**config.mk**
```make
export PLATFORM = sky130hd
export DESIGN_NAME = spi_cmd_slave
export DESIGN_NICKNAME = d
export VERILOG_FILES = /design/src/rtl/spi_cmd_pkg.sv /design/src/rtl/spi_cmd_fsm.sv /design/src/rtl/spi_cmd_rx.sv /design/src/rtl/spi_cmd_tx.sv /design/src/rtl/spi_cmd_slave.sv
export SDC_FILE = /design/constraint.sdc
export NUM_CORES = 1
export LEC_CHECK = 0
export BUFFER_PORTS_ARGS = -buffer_cell sky130_fd_sc_hd__buf_2
export CAP_MARGIN = 10
export CELL_PAD_IN_SITES_DETAIL_PLACEMENT = 0
export CELL_PAD_IN_SITES_GLOBAL_PLACEMENT = 1
export CORE_UTILIZATION = 45
export DETAILED_ROUTE_END_ITERATION = 16
export GPL_ROUTABILITY_DRIVEN = 0
export MAX_ROUTING_LAYER = met4
export PLACE_DENSITY_LB_ADDON = 0.1
export SLEW_MARGIN = 10
export SYNTH_ARGS = -nofsm -noshare
export SYNTH_HDL_FRONTEND = slang
export SYNTH_HIERARCHICAL = 1
export SYNTH_SLANG_ARGS = --single-unit
```
**constraint.sdc**
```tcl
create_clock -name clk -period 6.6 [get_ports clk]
set_input_delay 0.66 -clock clk [delete_from_list [all_inputs] [get_ports clk]]
set_output_delay 0.66 -clock clk [all_outputs]
set_load 0.01 [all_outputs]
```
**src/rtl/spi_cmd_pkg.sv**
```systemverilog
package spi_cmd_pkg;

    typedef enum logic [2:0] {
        ST_IDLE    = 3'd0,
        ST_CHECK   = 3'd1,
        ST_WRITE   = 3'd2,
        ST_RD_ADDR = 3'd3,
        ST_RD_DATA = 3'd4
    } ctl_state_e;

    localparam logic [1:0] CODE_WR_ADDR = 2'b00;
    localparam logic [1:0] CODE_WR_DATA = 2'b01;
    localparam logic [1:0] CODE_RD_ADDR = 2'b10;
    localparam logic [1:0] CODE_RD_DATA = 2'b11;

endpackage

```
**src/rtl/spi_cmd_fsm.sv**
```systemverilog
module spi_cmd_fsm
    import spi_cmd_pkg::*;
(
    input  logic       clk,
    input  logic       rst_n,
    input  logic       ss_n,
    input  logic       mosi,
    input  logic       word_vld,
    input  logic [1:0] word_code,
    output ctl_state_e state_o
);

    typedef struct packed {
        ctl_state_e st;
        logic       rd_seen;
    } fsm_regs_t;

    fsm_regs_t q, d;

    always_comb begin
        d = q;
        if (ss_n) begin
            d.st = ST_IDLE;
        end else begin
            case (q.st)
                ST_IDLE:  d.st = ST_CHECK;
                ST_CHECK: begin
                    if (!mosi)          d.st = ST_WRITE;
                    else if (q.rd_seen) d.st = ST_RD_DATA;
                    else                d.st = ST_RD_ADDR;
                end
                ST_WRITE, ST_RD_ADDR, ST_RD_DATA: d.st = q.st;
                default:  d.st = ST_IDLE;
            endcase
        end
        if (word_vld && word_code == CODE_RD_ADDR) d.rd_seen = 1'b1;
        if (word_vld && word_code == CODE_RD_DATA) d.rd_seen = 1'b0;
    end

    always_ff @(posedge clk or negedge rst_n) begin
        if (!rst_n) begin
            q.st      <= ST_IDLE;
            q.rd_seen <= 1'b0;
        end else begin
            q <= d;
        end
    end

    assign state_o = q.st;

    // control step always leaves for one of the three frame paths
    a_r2_check_exits: assert property (@(posedge clk) disable iff (!rst_n)
        (q.st == ST_CHECK && !ss_n) |=> (q.st inside {ST_WRITE, ST_RD_ADDR, ST_RD_DATA}));

    // a completed read-address word arms the flag
    a_r5_flag_set: assert property (@(posedge clk) disable iff (!rst_n)
        (word_vld && word_code == CODE_RD_ADDR) |=> q.rd_seen);

    // a completed read-data word disarms the flag
    a_r5_flag_clear: assert property (@(posedge clk) disable iff (!rst_n)
        (word_vld && word_code == CODE_RD_DATA) |=> !q.rd_seen);

endmodule

```
**src/rtl/spi_cmd_rx.sv**
```systemverilog
module spi_cmd_rx #(
    parameter int CMD_W = 10
) (
    input  logic             clk,
    input  logic             rst_n,
    input  logic             en,
    input  logic             mosi,
    output logic [CMD_W-1:0] word_o,
    output logic             vld_o,
    output logic             full_o
);

    localparam int CNT_W = $clog2(CMD_W + 1);
    localparam logic [CNT_W-1:0] CNT_FULL = CNT_W'(CMD_W);
    localparam logic [CNT_W-1:0] CNT_LAST = CNT_W'(CMD_W - 1);

    typedef struct packed {
        logic [CMD_W-1:0] sh;
        logic [CNT_W-1:0] cnt;
        logic [CMD_W-1:0] word;
        logic             vld;
    } rx_regs_t;

    rx_regs_t q, d;

    always_comb begin
        d     = q;
        d.vld = 1'b0;
        if (!en) begin
            d.cnt = '0;
        end else if (q.cnt != CNT_FULL) begin
            d.sh  = {q.sh[CMD_W-2:0], mosi};
            d.cnt = q.cnt + 1'b1;
            if (q.cnt == CNT_LAST) begin
                d.word = {q.sh[CMD_W-2:0], mosi};
                d.vld  = 1'b1;
            end
        end
    end

    always_ff @(posedge clk or negedge rst_n) begin
        if (!rst_n) begin
            q.sh   <= '0;
            q.cnt  <= '0;
            q.word <= '0;
            q.vld  <= 1'b0;
        end else begin
            q <= d;
        end
    end

    assign word_o = q.word;
    assign vld_o  = q.vld;
    assign full_o = (q.cnt == CNT_FULL);

    // the valid strobe lasts a single cycle
    a_r3_single_pulse: assert property (@(posedge clk) disable iff (!rst_n)
        q.vld |=> !q.vld);

    // leaving the frame drops any partial count
    a_r4_count_cleared: assert property (@(posedge clk) disable iff (!rst_n)
        !en |=> (q.cnt == '0));

endmodule

```
**src/rtl/spi_cmd_tx.sv**
```systemverilog
module spi_cmd_tx #(
    parameter int BYTE_W = 8
) (
    input  logic              clk,
    input  logic              rst_n,
    input  logic              arm,
    input  logic              tx_valid,
    input  logic [BYTE_W-1:0] tx_data,
    output logic              miso_o
);

    localparam int CNT_W = $clog2(BYTE_W);
    localparam logic [CNT_W-1:0] LEFT_INIT = CNT_W'(BYTE_W - 1);

    typedef struct packed {
        logic [BYTE_W-1:0] sh;
        logic [CNT_W-1:0]  left;
        logic              busy;
        logic              sent;
        logic              miso;
    } tx_regs_t;

    tx_regs_t q, d;

    always_comb begin
        d = q;
        if (!arm) begin
            d.busy = 1'b0;
            d.sent = 1'b0;
            d.miso = 1'b0;
            d.left = '0;
        end else if (q.busy) begin
            if (q.left != '0) begin
                d.miso = q.sh[BYTE_W-1];
                d.sh   = q.sh << 1;
                d.left = q.left - 1'b1;
            end else begin
                d.miso = 1'b0;
                d.busy = 1'b0;
                d.sent = 1'b1;
            end
        end else if (!q.sent && tx_valid) begin
            d.miso = tx_data[BYTE_W-1];
            d.sh   = {tx_data[BYTE_W-2:0], 1'b0};
            d.left = LEFT_INIT;
            d.busy = 1'b1;
        end
    end

    always_ff @(posedge clk or negedge rst_n) begin
        if (!rst_n) begin
            q.sh   <= '0;
            q.left <= '0;
            q.busy <= 1'b0;
            q.sent <= 1'b0;
            q.miso <= 1'b0;
        end else begin
            q <= d;
        end
    end

    assign miso_o = q.miso;

    // a shift-out only begins after the memory side offered a byte
    a_r6_load_needs_valid: assert property (@(posedge clk) disable iff (!rst_n)
        $rose(q.busy) |-> $past(tx_valid));

    // a finished byte is not reloaded while the frame stays armed
    a_r6_no_reload: assert property (@(posedge clk) disable iff (!rst_n)
        (q.sent && arm) |=> !q.busy);

endmodule

```
**src/rtl/spi_cmd_slave.sv**
```systemverilog
module spi_cmd_slave
    import spi_cmd_pkg::*;
#(
    parameter int CMD_W  = 10,
    parameter int BYTE_W = 8
) (
    input  logic              clk,
    input  logic              rst_n,
    input  logic              ss_n,
    input  logic              mosi,
    input  logic              tx_valid,
    input  logic [BYTE_W-1:0] tx_data,
    output logic              miso,
    output logic              rx_valid,
    output logic [CMD_W-1:0]  rx_data
);

    ctl_state_e state;
    logic       collect_en;
    logic       word_full;
    logic       tx_arm;

    assign collect_en = !ss_n && (state inside {ST_WRITE, ST_RD_ADDR, ST_RD_DATA});
    assign tx_arm     = !ss_n && (state == ST_RD_DATA) && word_full;

    spi_cmd_fsm u_fsm (
        .clk       (clk),
        .rst_n     (rst_n),
        .ss_n      (ss_n),
        .mosi      (mosi),
        .word_vld  (rx_valid),
        .word_code (rx_data[CMD_W-1 -: 2]),
        .state_o   (state)
    );

    spi_cmd_rx #(.CMD_W(CMD_W)) u_rx (
        .clk    (clk),
        .rst_n  (rst_n),
        .en     (collect_en),
        .mosi   (mosi),
        .word_o (rx_data),
        .vld_o  (rx_valid),
        .full_o (word_full)
    );

    spi_cmd_tx #(.BYTE_W(BYTE_W)) u_tx (
        .clk      (clk),
        .rst_n    (rst_n),
        .arm      (tx_arm),
        .tx_valid (tx_valid),
        .tx_data  (tx_data),
        .miso_o   (miso)
    );

    // deselect silences the return line on the next edge
    a_r8_deselect_quiet: assert property (@(posedge clk) disable iff (!rst_n)
        ss_n |=> !miso);

    // write frames never drive data out
    a_r7_write_quiet: assert property (@(posedge clk) disable iff (!rst_n)
        (state == ST_WRITE) |-> !miso);

    // a word strobe only appears inside a data-collecting frame
    a_r3_valid_in_frame: assert property (@(posedge clk) disable iff (!rst_n)
        rx_valid |-> (state inside {ST_WRITE, ST_RD_ADDR, ST_RD_DATA}));

endmodule

```
==> impl_metrics.json <==
{
  "vdd_drop_max_v": 0.000109,
  "intPower_mw": 0.425,
  "ant_nets": 0,
  "synth_edf_count": 0,
  "dpl.hpwl_mm": 2.15,
  "end_kind": "register",
  "diodes": 0,
  "path_buf_inv": 1,
  "initial_utilization_pct": 48.3,
  "arrival_ps": 2710,
  "pwr-share-seq_pct": 54.6,
  "tightest_slew_ps": 882,
  "cp_slowest_stage_delay_ps": 520,
  "setup_tns_ps": 0,
  "worst_path_max_delay_cell": "or4b_1",
  "h-tree-depth": 2,
  "synth_top_area_share_pct": 51.6,
  "dieArea_um2": 4690,
  "p_switching_mw": 0.119,
  "critPathMaxFanout": 8,
  "syn_inst": 152,
  "async_flop_share_pct": 100,
  "worst_setup_path_start_kind": "input pin",
  "die_w_um": 68.5,
  "power.density_cell_area_nw_per_um2": 253,
  "clock_latency_ps": 290,
  "synthTopCellsByArea": "dfrtp_1, mux2_4, mux2_1",
  "synth_nets": 167,
  "rsz0062_at_grt": "false",
  "slew_viol_final": 0,
  "slew_headroom_pct": 41.2,
  "post-cts-setup-buffers": 0,
  "p_clk_share_pct": 37.8,
  "synth.distinct_cells": 39,
  "run_status": "complete, no violations",
  "cts_tree": "done",
  "io_pins": 25,
  "clock_skew_ps": 3.26,
  "vias": 1143,
  "overflow": 0,
  "area_growth_syn_to_layout_pct": 8.25,
  "critPathKind": "input pin to register",
  "fin_nets": 181,
  "viasPerCell": 5.27,
  "crit_family": "simple AND/OR/NAND/NOR gates",
  "fillers": 373,
  "drive_gt1_share_pct": 33.5,
  "rows": 23,
  "swShare_pct": 21.9,
  "grt_max_degree": 42,
  "grt_pass1_vias": 1058,
  "fin_crit_sh_pct": 38.3,
  "clockRootBuffer": "clkbuf_8",
  "fin_crit_ps": 2530,
  "portBuffers": 24,
  "r2r_slack_ps": 4120,
  "synth_most_common_cell": "dfrtp_1",
  "synthesis.area_um2": 1990,
  "final-setup-viol-count": 0,
  "cts_buffers": 5,
  "avgRoutedWirePerCell_um": 14.5,
  "core_region_area_um2": 4120,
  "critical_path.cell_chain": "buf_2 -> or4b_1 -> nor2_1 -> nor4bb_1 -> a31o_1 -> mux2_4",
  "fin_util_pct": 52.3,
  "synth_commonest_cells": "dfrtp_1, mux2_4, buf_4, mux2_1",
  "avgSynthCellArea_um2": 13.1,
  "yosysWarnings": 6,
  "grt.total_usage_pct": 16.0,
  "antenna_found_initial": 0,
  "ys_ff_latch": 41,
  "p_comb_share_pct": 7.7,
  "min_path_type": "input pin to async pin",
  "worstReg2RegEnd": "u_tx/q[12]",
  "routed_wirelength_mm": 3.15,
  "worstReg2RegStart": "u_fsm/state_o[1]",
  "ys.flop_type": "dfrtp_1",
  "leakage_nw": 1.09,
  "chipHeight_um": 68.5,
  "synth_seq_area_share_pct": 51.6,
  "fmax_mhz": 395,
  "worstRegToRegCells": 5,
  "synth_top_area_cell": "dfrtp_1",
  "path_clk_slew_ps": 70,
  "clock-sinks": 41,
  "grt_first_pass_wirelength_mm": 5.13,
  "p_total_mw": 0.544,
  "hold_violations": 0,
  "critical_path_required_ps": 6780,
  "holdBufCountCts": 0,
  "first_iter_violations": 52,
  "clockBufferDepth": 2,
  "cap_violations": 0,
  "drc": 0,
  "drt-pass1-iter-count": 4,
  "ctsResizeCount": 0
}
final cells by class:
class / instances / area (um2) / area share [%]
flip-flops and latches: 41 / 1030 / 47.7
multi-input cells: 86 / 796 / 37.0
repair buffers: 24 / 120 / 5.58
clock buffers: 7 / 86.3 / 4.01
well taps: 50 / 62.6 / 2.91
clock inverters: 1 / 30.0 / 1.40
inverters: 8 / 30.0 / 1.40
placed cells by master, fill, tap and decap left out, types with 2 or more instances in the layout:
| master | count |
|---|---|
| clkbuf_8 | 6 |
| nand3_1 | 4 |
| a22o_1 | 6 |
| inv_1 | 7 |
| mux2_1 | 9 |
| buf_2 | 24 |
| nand2b_4 | 2 |
| o31ai_1 | 2 |
| nor2b_1 | 2 |
| a31oi_1 | 2 |
| o21ai_0 | 2 |
| dfrtp_1 | 41 |
| nand2b_1 | 4 |
| and2b_1 | 2 |
| a21oi_1 | 4 |
| mux2_2 | 2 |
| mux2_4 | 15 |
| ha_1 | 2 |
| o21a_1 | 2 |
| a211o_1 | 2 |
| xor2_1 | 2 |
| nor2_1 | 7 |
power groups by stage:
stage | sequential (mW) | clock (mW) | combinational, mW
finish | 0.297 | 0.205 | 0.0417
global route | 0.301 | 0.224 | 0.0465
CTS | 0.297 | 0.212 | 0.0429
detailed placement | 0.302 | 0 | 0.0426
global placement | 0.301 | 0 | 0.0411
floorplan | 0.295 | 0 | 0.0314
registers in the layout, indices dropped and copies added, names as in the netlist:
| register | cells |
|---|---|
| u_fsm/q | 1 |
| u_tx/q | 12 |
| u_rx/word_o | 10 |
| u_rx/q | 13 |
| u_rx/vld_o | 1 |
| u_fsm/state_o | 3 |
| u_tx/miso_o | 1 |
worst max-delay path by stage:
stage | startpoint | endpoint | depth (start not counted)
after global routing | ss_n | u_tx/q[9] | 6
after floorplan | ss_n | u_rx/word_o[0] | 6
after CTS | ss_n | u_tx/q[10] | 6
final | ss_n | u_tx/q[12] | 6
after detailed placement | ss_n | u_tx/q[10] | 6
after global placement | ss_n | u_tx/q[13] | 6
cell families after synthesis:
logic type / after synthesis / synth area share (%)
buffers and inverters: 25 / 8.31
and+or+nand+nor: 30 / 10.2
xor gates and xnor gates: 2 / 0.882
muxes: 26 / 17.6
DFF: 41 / 51.6
AOI/OAI and AO/OA: 26 / 10.1
adders and majority gates: 2 / 1.26
per-stage QoR:
step	setup slack (ps)	cell area (um2)	hold slack (ps)	instances
after floorplan	4220	1990	364	152
after detailed placement	3750	2030	471	209
after global routing	3900	2150	512	217
final	4070	2150	483	217
after CTS	4060	2150	501	217
after global placement	3810	2030	473	209
metal layers:
metal	track usage (%)	vias up	share of wire, %
met2	23.2	23	45
met3	5.50	5	5.2
met4	7.03	0	1.6
li1	-	547	-
met1	20.1	568	48
met5	-	-	0
Note: power is estimated with default switching activity, not from simulation.
